[config.mk]
export PLATFORM = sky130hd
export DESIGN_NAME = cpc_corrector
export DESIGN_NICKNAME = d
export VERILOG_FILES = /design/src/rtl/cpc_pkg.sv /design/src/rtl/cpc_encoder.sv /design/src/rtl/cpc_pair_check.sv /design/src/rtl/cpc_resolver.sv /design/src/rtl/cpc_corrector.sv
export SDC_FILE = /design/constraint.sdc
export NUM_CORES = 1
export LEC_CHECK = 0
export ABC_AREA = 1
export BUFFER_PORTS_ARGS = -buffer_cell sky130_fd_sc_hd__buf_4
export CORE_MARGIN = 2
export CORE_UTILIZATION = 47
export DETAILED_ROUTE_END_ITERATION = 10
export PLACE_DENSITY_LB_ADDON = 0.1
export SYNTH_ARGS = -nofsm -noshare
export SYNTH_HDL_FRONTEND = slang
export SYNTH_SLANG_ARGS = --single-unit
[constraint.sdc]
create_clock -name clk -period 0.8 [get_ports clk]
set_clock_uncertainty 0.05 [all_clocks]
set_input_delay 0.04 -clock clk [delete_from_list [all_inputs] [get_ports clk]]
set_output_delay 0.04 -clock clk [all_outputs]
set_load 0.005 [all_outputs]
[src/rtl/cpc_pkg.sv]
package cpc_pkg;
    typedef enum logic [1:0] {
        VERDICT_CLEAN = 2'd0,
        VERDICT_FIXED = 2'd1,
        VERDICT_FATAL = 2'd2
    } verdict_t;
endpackage

[src/rtl/cpc_encoder.sv]
module cpc_encoder #(
    parameter int W = 16
) (
    input  logic [W-1:0] data_i,
    output logic [W-1:0] true_o,
    output logic [W-1:0] comp_o,
    output logic         par_o
);
    always_comb begin
        true_o = data_i;
        comp_o = ~data_i;
        par_o  = ^data_i;
    end
endmodule

[src/rtl/cpc_pair_check.sv]
module cpc_pair_check #(
    parameter int W = 16
) (
    input  logic [W-1:0] true_i,
    input  logic [W-1:0] comp_i,
    output logic [W-1:0] flag_o
);
    // A healthy pair reads as opposite values; equal values mark the upset bit.
    for (genvar i = 0; i < W; i++) begin : g_pair
        assign flag_o[i] = ~(true_i[i] ^ comp_i[i]);
    end
endmodule

[src/rtl/cpc_resolver.sv]
module cpc_resolver
    import cpc_pkg::*;
#(
    parameter int W = 16
) (
    input  logic [W-1:0] true_i,
    input  logic [W-1:0] flag_i,
    input  logic         par_i,
    output logic [W-1:0] data_o,
    output verdict_t     verdict_o
);
    localparam int CW = $clog2(W + 1);

    logic [CW-1:0] flag_cnt;
    logic [W-1:0]  kept;
    logic          fix_bit;

    always_comb begin
        flag_cnt = '0;
        for (int i = 0; i < W; i++) begin
            flag_cnt = flag_cnt + CW'(flag_i[i]);
        end
    end

    always_comb begin
        kept    = true_i & ~flag_i;
        fix_bit = par_i ^ (^kept);
        if (flag_cnt == CW'(0)) begin
            verdict_o = VERDICT_CLEAN;
            data_o    = true_i;
        end else if (flag_cnt == CW'(1)) begin
            verdict_o = VERDICT_FIXED;
            data_o    = kept | (flag_i & {W{fix_bit}});
        end else begin
            verdict_o = VERDICT_FATAL;
            data_o    = true_i;
        end
    end

    // r4: a repair touches only the flagged position
    always_comb begin
        if (verdict_o == VERDICT_FIXED) begin
            a_fix_only_flagged_r4: assert (((data_o ^ true_i) & ~flag_i) == '0);
        end
    end
endmodule

[src/rtl/cpc_corrector.sv]
module cpc_corrector
    import cpc_pkg::*;
#(
    parameter int W = 16
) (
    input  logic         clk,
    input  logic         rst_n,
    input  logic [W-1:0] wr_data,
    output logic [W-1:0] wr_true,
    output logic [W-1:0] wr_comp,
    output logic         wr_par,
    input  logic [W-1:0] rd_true,
    input  logic [W-1:0] rd_comp,
    input  logic         rd_par,
    output logic [W-1:0] q_data,
    output logic         q_corrected,
    output logic         q_uncorrectable
);
    logic [W-1:0] flags;
    logic [W-1:0] fixed_data;
    verdict_t     next_verdict;
    verdict_t     state;

    cpc_encoder #(.W(W)) u_enc (
        .data_i (wr_data),
        .true_o (wr_true),
        .comp_o (wr_comp),
        .par_o  (wr_par)
    );

    cpc_pair_check #(.W(W)) u_pairs (
        .true_i (rd_true),
        .comp_i (rd_comp),
        .flag_o (flags)
    );

    cpc_resolver #(.W(W)) u_res (
        .true_i    (rd_true),
        .flag_i    (flags),
        .par_i     (rd_par),
        .data_o    (fixed_data),
        .verdict_o (next_verdict)
    );

    // State register: verdict and data of the previous read
    always_ff @(posedge clk or negedge rst_n) begin
        if (!rst_n) begin
            state  <= VERDICT_CLEAN;
            q_data <= '0;
        end else begin
            state  <= next_verdict;
            q_data <= fixed_data;
        end
    end

    // Output decode
    always_comb begin
        q_corrected     = 1'b0;
        q_uncorrectable = 1'b0;
        unique case (state)
            VERDICT_CLEAN: ;
            VERDICT_FIXED: q_corrected = 1'b1;
            VERDICT_FATAL: q_uncorrectable = 1'b1;
            default:       q_uncorrectable = 1'b1;
        endcase
    end

    p_fix_parity_r4: assert property (@(posedge clk) disable iff (!rst_n)
        q_corrected |-> ((^q_data) == $past(rd_par)));

    p_fatal_pass_r5: assert property (@(posedge clk) disable iff (!rst_n)
        q_uncorrectable |-> (q_data == $past(rd_true)));

    p_clean_pass_r3: assert property (@(posedge clk) disable iff (!rst_n)
        (!q_corrected && !q_uncorrectable) |-> (q_data == $past(rd_true)));

    p_flag_excl_r6: assert property (@(posedge clk) disable iff (!rst_n)
        !(q_corrected && q_uncorrectable));
endmodule

Yosys cells after proc, flatten, opt, wreduce, memory -nomap -nowiden
Index checks and enable logic that the tools add are counted.
Word-level totals
  register bits after elaboration: 18
  input port bits: 51
  logic and storage cells: 68
  output and inout port bits: 51
Cells by class
  add/sub/neg operators: 15
  bitwise logic cells: 38
  equal/unequal tests: 2
  reductions and logical operators: 5
  muxes and demuxes: 6
Operators with widths (number)
  5-bit by 1-bit adder with 5-bit output: 14
  16-bit bitwise AND: 2
  16-bit two-way mux: 2
  16-bit inverter: 2
  16-bit parity: 2
  1-bit bitwise XOR: 17
  1-bit inverter: 16
  16-bit bitwise OR: 1
  5-bit by 1-bit equality test with 1-bit output, second input constant: 1
  5-bit logical NOT: 1
  2-bit two-way mux: 2
  1-bit by 1-bit adder with 2-bit output: 1
  2-bit by 1-bit equality test with 1-bit output, second input constant: 1
  2-bit logical NOT: 1
  1-bit two-way mux: 2
  2-bit OR reduction: 1

Logic depth before layout (Yosys ltp)
Gate-level depths: netlist of run 1.
  word-level depth: 20
  gate-level depth with buffers: 20
  gate-level depth less buffers: 19

By module
From an unflattened synthesis of run 1, not the netlist that was laid out.
Second synthesis, totals
  cells, all modules: 462
  area, all modules: 2598.7 µm²
Modules (own cells, without submodules)
  cpc_resolver: cells an instance 262, seq. area each 0.0 µm², instances 1, area each 1355.0 µm²
  cpc_encoder: cells an instance 99, seq. area each 0.0 µm², instances 1, area each 481.7 µm²
  cpc_corrector: cells an instance 21, seq. area each 450.4 µm², instances 1, area each 461.7 µm²
  cpc_pair_check: cells an instance 80, seq. area each 0.0 µm², instances 1, area each 300.3 µm²

Worst setup path before layout of run 1
No wires, ideal clock.
  path type: input to register
  start point: in rd_comp[0]
  end point: reg q_data[11]
  data arrival time: 4.450 ns
  slack: -3.813 ns
  library setup time: 0.113 ns
  buffers on the path: 1
  stages: 18
  data required time: 0.637 ns
  cell sequence: inv_1 > ha_1 > ha_1 > fa_1 > inv_1 > fa_1 > fa_1 > fa_1 > inv_1 > fa_1 > fa_1 > nor4_2 > nand3_2 > buf_6 > nor2_2 > nand3_1 > nand2_1 > inv_1
Between the ends
  word-level cells in the longest chain between the ends: 20
  elaborated cells between the ends (all ways): 27
  classes of those cells: 15 x add/sub; 1 x eq/ne; 2 x mux; 7 x bitwise; 2 x reduce/logical
RTL lines
  start: declaration: line cpc_corrector.sv:13  | input logic [W-1:0] rd_comp,
  1-bit bitwise XOR *: line cpc_pair_check.sv:10  | assign flag_o[i] = ~(true_i[i] ^ comp_i[i]);
  1-bit inverter *: line cpc_pair_check.sv:10
  1-bit by 1-bit adder with 2-bit output: line cpc_resolver.sv:21  | flag_cnt = flag_cnt + CW'(flag_i[i]);
  5-bit by 1-bit adder with 5-bit output (14 in series): line cpc_resolver.sv:21
  5-bit by 1-bit equality test with 1-bit output: line cpc_resolver.sv:31  | end else if (flag_cnt == CW'(1)) begin
  16-bit two-way mux: line cpc_resolver.sv:31
  16-bit two-way mux *: line cpc_resolver.sv:28  | if (flag_cnt == CW'(0)) begin
  net fixed_data[11]: line cpc_corrector.sv:20  | logic [W-1:0] fixed_data;
  end signal: assignment: line cpc_corrector.sv:52  | q_data <= fixed_data;
  end: declaration: line cpc_corrector.sv:15  | output logic [W-1:0] q_data,
Mark *: on every way through the listed nets, which the timed path passes. The rest lies on a longest branch.

Worst setup path in the final report of run 1
  start point: in rd_comp[1]
  end point: reg q_data[3]
The elaborated chain is that of the path after synthesis.

==> results of run 1 <==
## routing by layer
metal  global-route usage, %  routed length (um)
met4                    6.71                  70
met5                       0                   0
met1                    25.1                1990
met2                    38.8                2730
met3                    2.11                 314
## cells in the mapped netlist
library cell and instances:
inv_1 86, nand2_1 54, ha_1 21, nand3_1 20, dfrtp_1 18, buf_4 17
xnor2_1 15, nor2_1 14, or2_2 12, fa_1 10, nor2_2 9, xor2_1 8
or2_1 4, nand3_2 2, buf_2 1, buf_6 1, clkbuf_1 1, nand2_2 1
nand3b_1 1, nor4_2 1
## cell type report
type,count,area share (%)
flip-flops and latches,18,12.8
repair buffers,141,33.3
inverters,86,9.61
multi-input cells,172,40.8
clock buffers,4,1.57
well taps,52,1.85
## stage by stage
stage | utilization (%) | worst slack [ns]
4_1_cts | 78.2 | -3.40
3_5_place_dp | 72.7 | -3.90
3_3_place_gp | 72.7 | -3.77
5_1_grt | 80.2 | -3.57
6_report | 80.2 | -3.45
2_1_floorplan | - | -3.63
## timing repair
action / in CTS / in global routing
pin swaps: 11 / 11
setup buffers: 3 / 1
hold endpoints to repair: 18 / 0
gates cloned: 0 / 0
endpoints found under the setup margin: 37 / 37
hold buffers: 1 / 0
gates resized for setup: 43 / 17
## cells by family (layout without fill, tap and decap cells)
kind of cell	after synthesis	after routing
XOR/XNOR	23	23
adder cells (fa/ha/maj)	31	31
buffers and inverters	106	231
flip-flops	18	18
AND/OR/NAND/NOR	118	118
## placed cells by master (no fill, tap or decap), types with 2 or more instances in the layout
cell      Yosys  final
nand2_2       1      5
clkbuf_8      0      4
or2_4         0      6
xnor2_2       0      4
ha_4          0      3
inv_1        86     84
fa_2          0      2
xor2_1        8      7
dfrtp_1      18     18
buf_6         1     22
nor2_2        9      6
nand3_1      20     16
nand3_2       2      6
fa_1         10      8
or2_1         4      4
ha_1         21     18
nor2_1       14      7
or2_2        12      6
xnor2_1      15     11
buf_8         0      2
nor2_4        0     10
nand2_1      54     50
buf_4        17    115
## state kept, by name, summed over array words and instances, names as in the netlist
signal / cells
q_data: 16
state: 2
## how the worst max path moves through the flow
stage	from	end	slack, ns	depth (start not counted)
detailed placement	rd_comp[1]	q_data[8]	-3.90	19
global route	rd_comp[1]	q_data[0]	-3.57	19
floorplan	rd_comp[1]	q_data[11]	-3.63	18
finish	rd_comp[1]	q_data[3]	-3.45	19
CTS	rd_comp[1]	q_data[0]	-3.40	19
global placement	rd_comp[1]	q_data[8]	-3.77	19
## worst max-delay path: cells and delay by family
| family | cells | cell delay [ns] |
|---|---|---|
| simple gates | 5 | 0.70 |
| buf+inv | 6 | 0.44 |
| fa+ha+maj | 8 | 3.14 |
## power groups by stage
| stage | registers, mW | logic (mW) | clock network [mW] |
|---|---|---|---|
| after floorplan | 1.56 | 4.24 | 0 |
| after global placement | 1.49 | 6.29 | 0 |
| after detailed placement | 1.51 | 6.32 | 0 |
| after CTS | 1.58 | 7.57 | 0.726 |
| after global routing | 1.61 | 8.96 | 0.765 |
| final | 1.57 | 7.98 | 0.718 |
==> impl_metrics.tcl, run 1 <==
set metrics [dict create \
    avgSynthCellArea_um2 7.24 \
    post-route-drc-count 0 \
    gp_congestion 0.851 \
    slew_violations 0 \
    stdcell_count 473 \
    synth_compound_area_share_pct 0 \
    fin_hold_ws_ns 0.0275 \
    portBuffers 101 \
    outcome "finished with violations" \
    wl_per_cell_um 10.8 \
    finalSetupViolCount 37 \
    numCtsBuffers 3 \
    switching_share_pct 41.5 \
    synth_seq_cells 18 \
    hold_start "rd_true[12]" \
    synthSimpleGateAreaFrac_pct 26.0 \
    io_pins 102 \
    area_growth_pct 64.0 \
    globalRouteOverflowTotal 0 \
    synth_top_area_share_pct 21.0 \
    maxCapViolations 0 \
    timing.fmax_ghz 0.235 \
    violations "setup timing" \
    regArea_um2 450 \
    synthesis.nets 378 \
    multi_input_area_um2 1440 \
    dieHeight_um 71.5 \
    min_path_cells 4 \
    switchingPower_mw 4.27 \
    synthTopCellsByArea "dfrtp_1, inv_1, ha_1, nand2_1, fa_1" \
    hold_viol_final 0 \
    dp_cells 465 \
    worstSetupPathType "input port to flop" \
    syn_inst 296 \
    clock_sinks 18 \
    viasPerCell 4.46 \
    setup_ws_ns -3.45 \
    yosys.area_share.adder_pct 21.6 \
    cts_root_buf "clkbuf_8" \
    synth_top_family_by_area "simple AND/OR/NAND/NOR gates" \
    max_stage_delay_ns 0.50 \
    final_nets 504 \
    period_minus_slack_ns 4.25 \
    grt_pass1_vias 2081 \
    firstDrtPassIters 4 \
    cp_common_cell "fa_1" \
    power_density_nw_per_um2 2920 \
    finalSetupTns_ns -61.38 \
    dp_hpwl_um 4320 \
    grt_util_all_layers_pct 20.9 \
    core_um2 4380 \
    fin_crit_sh_pct 531 \
    vias 2110 \
    vdd_ir_drop_max_uv 2600 \
    fin_area_um2 3510 \
    yosys_warnings 0 \
    synth-xor-area-share_pct 9.40 \
    fp-row-count 24 \
    synth_cell_types 20 \
    ant_nets 0 \
    syn-cell-area_um2 2140 \
    drt-total-wl_um 5110 \
    seq_area_frac_synth_pct 21.0 \
    grt_max_degree 19 \
    hold_end "q_data[12]" \
    h-tree-depth 1 \
    initial_core_util_pct 48.9 \
    tritoncts "yes" \
    grt_pass1_wl_um 8660 \
    die_x_um 71.5 \
    total_power_mw 10.3 \
    slowest_stage "fa_1" \
    drt_iter0_markers 69 \
    synth_area_leader_cell "dfrtp_1" \
    arrival_ns 4.34 \
    slew_headroom_pct 83.7 \
    p_comb_share_pct 77.7 \
    fillers 325 \
    leakage_nw 2.04 \
    cp.required_ns 0.90 \
    path_max_fanout 7 \
    rsz0062_at_grt "yes" \
    cp-start-kind "input port" \
    worstMarginPinSlew_ns 0.243 \
    pwr-share-seq_pct 15.3 \
    num_antenna_cells 0 \
    antenna_found_initial 0 \
    pwr-share-clk_pct 7.0 \
    drive_above_1_share_pct 46.6 \
    post_dp_cell_area_um2 3190 \
    p_int_mw 6.01 \
    cts.path.max_buffers 2 \
    cp-end-kind "flop" \
    hold_path.class "input port to flop" \
    synthMuxAreaShare_pct 0 \
    worstPathCellList "buf_8, inv_12, ha_4, ha_4, fa_1, inv_1, fa_1, fa_1, fa_1, inv_1, fa_2, fa_2, nor4_4, nand3_2, buf_6, nor2_2, nand3_1, nand2_1, inv_1" \
    clkTransAtPathRegs_ns 0.06 \
    dieArea_um2 5120 \
]
(Power assumes the default switching activity.)
==> inputs of run 2 (changes only) <==
- CORE_UTILIZATION: 47 -> 40
- PLACE_DENSITY: default -> 0.69
- PLACE_DENSITY_LB_ADDON: 0.1 -> default
- SETUP_SLACK_MARGIN: default -> 0.05
==> run 2 against run 1 <==
  * The flow still finishes with violations (setup timing)
  * Clock power shrank 0.8%
  * Sequential power is essentially flat
  * Combinational power is 7.0% lower
  * Worst setup slack improved by 0.0069 ns
  * Die area increased by 16%
  * Clock-buffer cell count stayed put
  * Worst hold slack lost 0.0070 ns
  * Core utilization is 11 points lower
  * Sequential share of layout area down 0.13 points
  * Maximum frequency increased by 0.16%
==> impl_metrics.tcl, run 2 (same netlist as run 1, synthesis figures left out) <==
set metrics [dict create \
    rsz0062_at_grt "yes" \
    violations "setup timing" \
    io_pins 102 \
    slew_headroom_pct 81.5 \
    viasPerCell 4.14 \
    worstSetupPathType "input port to flop" \
    layout_commonest_cell "buf_4" \
    hold_start "rd_true[6]" \
    grt_pass1_vias 2044 \
    fin_crit_sh_pct 530 \
    min_path_cells 4 \
    initial_core_util_pct 41.7 \
    largest_reg_flops 16 \
    maxCapViolations 0 \
    fillers 444 \
    die_x_um 77.2 \
    grt_util_all_layers_pct 17.8 \
    finalSetupTns_ns -61.76 \
    cp-end-kind "flop" \
    post-route-drc-count 0 \
    area_growth_pct 65.6 \
    utilization_pct 69.1 \
    dieHeight_um 77.2 \
    slew_violations 0 \
    fp-row-count 26 \
    arrival_ns 4.34 \
    clkTransAtPathRegs_ns 0.06 \
    h-tree-depth 1 \
    core_um2 5140 \
    worstMarginPinSlew_ns 0.275 \
    regMostFlops "q_data" \
    dieArea_um2 5960 \
    globalRouteOverflowTotal 0 \
    total_power_mw 9.70 \
    numCtsBuffers 3 \
    drt-total-wl_um 4930 \
    dp_hpwl_um 4270 \
    setup_ws_ns -3.44 \
    drive_above_1_share_pct 47.2 \
    mostFrequentLayoutCells "buf_4, inv_1, nand2_1, buf_6" \
    vias 2035 \
    hold_path.class "input port to flop" \
    finalSetupViolCount 37 \
    cts.path.max_buffers 2 \
    dp_cells 483 \
    cp.required_ns 0.90 \
    cts_root_buf "clkbuf_8" \
    path_max_fanout 6 \
    grt_max_degree 19 \
    power_density_nw_per_um2 2730 \
    num_antenna_cells 0 \
    final_nets 505 \
    timing.fmax_ghz 0.236 \
    vdd_ir_drop_max_uv 2750 \
    outcome "finished with violations" \
    firstDrtPassIters 4 \
    tritoncts "yes" \
    grt_pass1_wl_um 8570 \
    cp-start-kind "input port" \
    wl_per_cell_um 10.0 \
    antenna_found_initial 0 \
    period_minus_slack_ns 4.24 \
    met3WireLength_um 323 \
    hold_viol_final 0 \
    wl_met2_um 2610 \
    drt_iter0_markers 33 \
    portBuffers 101 \
    top_layer "met4" \
    stdcell_count 492 \
    dpl_worst_slack_ns -3.87 \
    hold_end "q_data[6]" \
    clock_sinks 18 \
    ant_nets 0 \
    leakage_nw 2.04 \
    gp_congestion 0.839 \
    m1WireLength_um 1920 \
    largest_registers "q_data (16), state (2)" \
]
run 2: cell types whose count changed in the layout (fill, tap and decap cells not counted), sizes merged:
cell | previous run | this run
buf | 140 | 141
run 2: power breakdown:
group	switching [mW]	internal, mW	leakage, nW	total, mW
registers	0.195	1.37	0.209	1.57
clock network	0.275	0.437	0.0288	0.712
logic	3.57	3.84	1.80	7.42
total	4.04	5.65	2.04	9.70
run 2: per-stage QoR:
| step | cell area [um2] | hold slack (ns) |
|---|---|---|
| after floorplan | 2250 | -0.306 |
| after global placement | 3220 | -0.142 |
| after detailed placement | 3220 | -0.140 |
| after CTS | 3490 | 0.0144 |
| after global routing | 3550 | 0.0395 |
| final | 3550 | 0.0205 |
run 2: worst max-delay path by stage:
stage | slack, ns | startpoint | end | depth (start not counted)
6_report | -3.44 | rd_comp[1] | q_data[4] | 19
5_1_grt | -3.59 | rd_comp[1] | q_data[1] | 19
4_1_cts | -3.43 | rd_comp[1] | q_data[1] | 19
3_5_place_dp | -3.87 | rd_comp[1] | q_data[5] | 19
3_3_place_gp | -3.78 | rd_comp[1] | q_data[5] | 19
2_1_floorplan | -3.63 | rd_comp[1] | q_data[11] | 18
run 2: critical path, cell delays in order:
cell	delay, ns
buf_12	0.09
inv_12	0.03
ha_4	0.27
ha_4	0.20
fa_1	0.47
inv_1	0.05
fa_1	0.49
fa_1	0.42
fa_1	0.49
inv_1	0.05
fa_2	0.35
fa_1	0.46
nor4_2	0.28
nand3_2	0.19
buf_6	0.19
nor2_4	0.12
nand3_2	0.07
nand2_2	0.06
inv_1	0.03
run 2: final cells by class:
cell class	count	area (um2)	area share [%]
clock buffer	4	55.1	1.55
inverter	86	338	9.52
multi-input combinational	172	1410	39.8
sequential	18	450	12.7
tap	70	87.6	2.47
timing repair buffer	142	1210	34.0
run 2: layer usage:
metal / up-vias / GRT usage (%)
met5: - / 0
met2: 82 / 33.7
li1: 1081 / -
met3: 5 / 1.88
met1: 867 / 20.7
met4: 0 / 5.89
run 2: repair_timing:
| action | CTS | global route |
|---|---|---|
| pin swaps | 23 | 13 |
| hold endpoints to repair | 18 | 0 |
| hold buffers | 1 | 0 |
| gates cloned | 0 | 0 |
| setup endpoints to repair | 37 | 37 |
| gates resized for setup | 45 | 15 |
| setup buffers | 4 | 1 |
==> inputs of run 3 (changes only) <==
- CTS_BUF_LIST: default -> sky130_fd_sc_hd__clkbuf_2
- GPL_TIMING_DRIVEN: default -> 0
- clock period: 0.8 -> 4.8 ns (I/O delays scaled with it)
==> run 3 against run 2 <==
  * First-iteration DRC count rose to 3.0 times the previous value
  * Core utilization fell by 9.9 points
  * Worst setup slack improved by 3.7 ns
  * Non-clock buffer count fell by 19
  * Via count fell by 1.6%
  * The run now ends clean
  * Sequential share of layout area rose by 2.1 points
  * Highest routed layer unchanged
==> impl_metrics.tcl, run 3 (same netlist as run 1, synthesis figures left out) <==
set metrics [dict create \
    outcome "completed" \
    mostFrequentLayoutCells "buf_4, inv_1, nand2_1, ha_1, nand3_1" \
    path_max_fanout 7 \
    dieHeight_um 77.2 \
    fin_area_um2 3040 \
    hold_viol_final 0 \
    post_dp_cell_area_um2 2990 \
    clkTransAtPathRegs_ns 0.14 \
    worstMarginPinSlew_ns 0.240 \
    area_growth_pct 42.0 \
    numCtsBuffers 3 \
    rsz0062_at_grt "yes" \
    tritoncts "yes" \
    switchingPower_mw 0.575 \
    drt-total-wl_um 4670 \
    grt_util_all_layers_pct 16.7 \
    utilization_pct 59.2 \
    viasPerCell 4.23 \
    regMostFlops "q_data" \
    grt_pass1_wl_um 8230 \
    finalSetupViolCount 0 \
    wl_per_cell_um 9.88 \
    switching_share_pct 44.2 \
    globalRouteOverflowTotal 0 \
    leakage_nw 1.86 \
    timing.fmax_ghz 0.219 \
    vdd_ir_drop_max_uv 286 \
    fillers 502 \
    antenna_found_initial 0 \
    initial_core_util_pct 41.7 \
    post-route-drc-count 0 \
    grt_max_degree 19 \
    cts.path.max_buffers 2 \
    period_minus_slack_ns 4.57 \
    core_um2 5140 \
    fp-row-count 26 \
    layout_commonest_cell "buf_4" \
    clock_sinks 18 \
    hold_path.class "input port to flop" \
    maxCapViolations 0 \
    final_nets 486 \
    portBuffers 101 \
    io_pins 102 \
    largest_reg_flops 16 \
    pwr-share-clk_pct 4.4 \
    drt_iter0_markers 100 \
    p_comb_share_pct 76.8 \
    power_density_nw_per_um2 427 \
    cp-end-kind "flop" \
    largest_registers "q_data (16), state (2)" \
    firstDrtPassIters 4 \
    pwr-share-seq_pct 18.7 \
    fin_crit_sh_pct 95.3 \
    dp_hpwl_um 4270 \
    cts_root_buf "clkbuf_2" \
    total_power_mw 1.30 \
    grt_pass1_vias 2004 \
    worstSetupPathType "input port to flop" \
    h-tree-depth 1 \
    cp.required_ns 4.95 \
    num_antenna_cells 0 \
    min_path_cells 4 \
    ant_nets 0 \
    slew_headroom_pct 83.9 \
    dieArea_um2 5960 \
    gp_congestion 0.788 \
    arrival_ns 4.72 \
    die_x_um 77.2 \
    p_int_mw 0.725 \
    vias 2003 \
    slew_violations 0 \
    drive_above_1_share_pct 37.5 \
    cp-start-kind "input port" \
]
## run 3: cell types whose count changed in the layout (fill, tap and decap cells not counted), moves of 5 or more
| cell | previous run | this run |
|---|---|---|
| buf_6 | 24 | 2 |
| nand3_2 | 7 | 2 |
| nor2_2 | 4 | 10 |
| nand3_1 | 15 | 20 |
| nor2_4 | 12 | 0 |
| nor2_1 | 7 | 13 |
| buf_4 | 112 | 118 |
## run 3: what timing repair did
| item | CTS | global route |
|---|---|---|
| setup buffers | 1 | 0 |
| hold endpoints to repair | 18 | 0 |
| setup endpoints to repair | 9 | 16 |
| gates resized for setup | 0 | 3 |
| hold buffers | 1 | 0 |
| pin swaps | 1 | 5 |
## run 3: layer usage
layer	global-route usage, %	wire (um)
met1	20.6	1980
met2	29.7	2300
met3	2.94	362
met4	4.64	29
met5	0	0
## run 3: worst paths after layout
check / from / to / slack (ns)
setup / recovery: rd_true[0] / q_data[0] / 0.23
min in group asynchronous: rst_n / state[1] / 0.28
hold / removal: rd_true[6] / q_data[6] / 0.17
max in group asynchronous: rst_n / q_data[2] / 4.24
## run 3: metrics by stage
step           hold WS [ns]  setup slack (ns)  setup TNS, ns  cells
5_1_grt               0.173            0.0277              0    473
3_3_place_gp         0.0575            -0.319          -4.01    467
2_1_floorplan        -0.106            0.0596              0    296
6_report              0.175             0.226              0    473
3_5_place_dp         0.0582            -0.389          -5.07    467
4_1_cts               0.164            0.0773              0    473
## run 3: cell type report
| type | instances | area [um2] | area share (%) |
|---|---|---|---|
| inverter | 86 | 323 | 10.6 |
| sequential | 18 | 450 | 14.8 |
| tap | 70 | 87.6 | 2.88 |
| multi-input combinational | 172 | 1240 | 40.6 |
| clock buffer | 3 | 15.0 | 0.493 |
| buffer | 20 | 148 | 4.85 |
| timing repair buffer | 103 | 779 | 25.6 |
| clock inverter | 1 | 3.75 | 0.123 |
## run 3: power groups by stage
| stage | Clock, mW | Sequential, mW | Combinational, mW |
|---|---|---|---|
| after floorplan | 0 | 0.260 | 0.623 |
| after global placement | 0 | 0.248 | 0.924 |
| after detailed placement | 0 | 0.249 | 0.953 |
| after CTS | 0.0599 | 0.244 | 0.974 |
| after global routing | 0.0672 | 0.251 | 1.15 |
| final | 0.0576 | 0.244 | 0.999 |
## run 3: worst max-delay path: stages
cell and delay [ns]:
buf_4 0.11, ha_1 0.30, ha_1 0.31, fa_1 0.50, inv_1 0.06, fa_1 0.49
fa_1 0.43, fa_1 0.49, inv_1 0.05, fa_2 0.35, fa_1 0.49, nor4_4 0.26
nand3_2 0.14, buf_6 0.16, nor2_1 0.11, nand3_1 0.09, nand2_1 0.09, inv_1 0.04
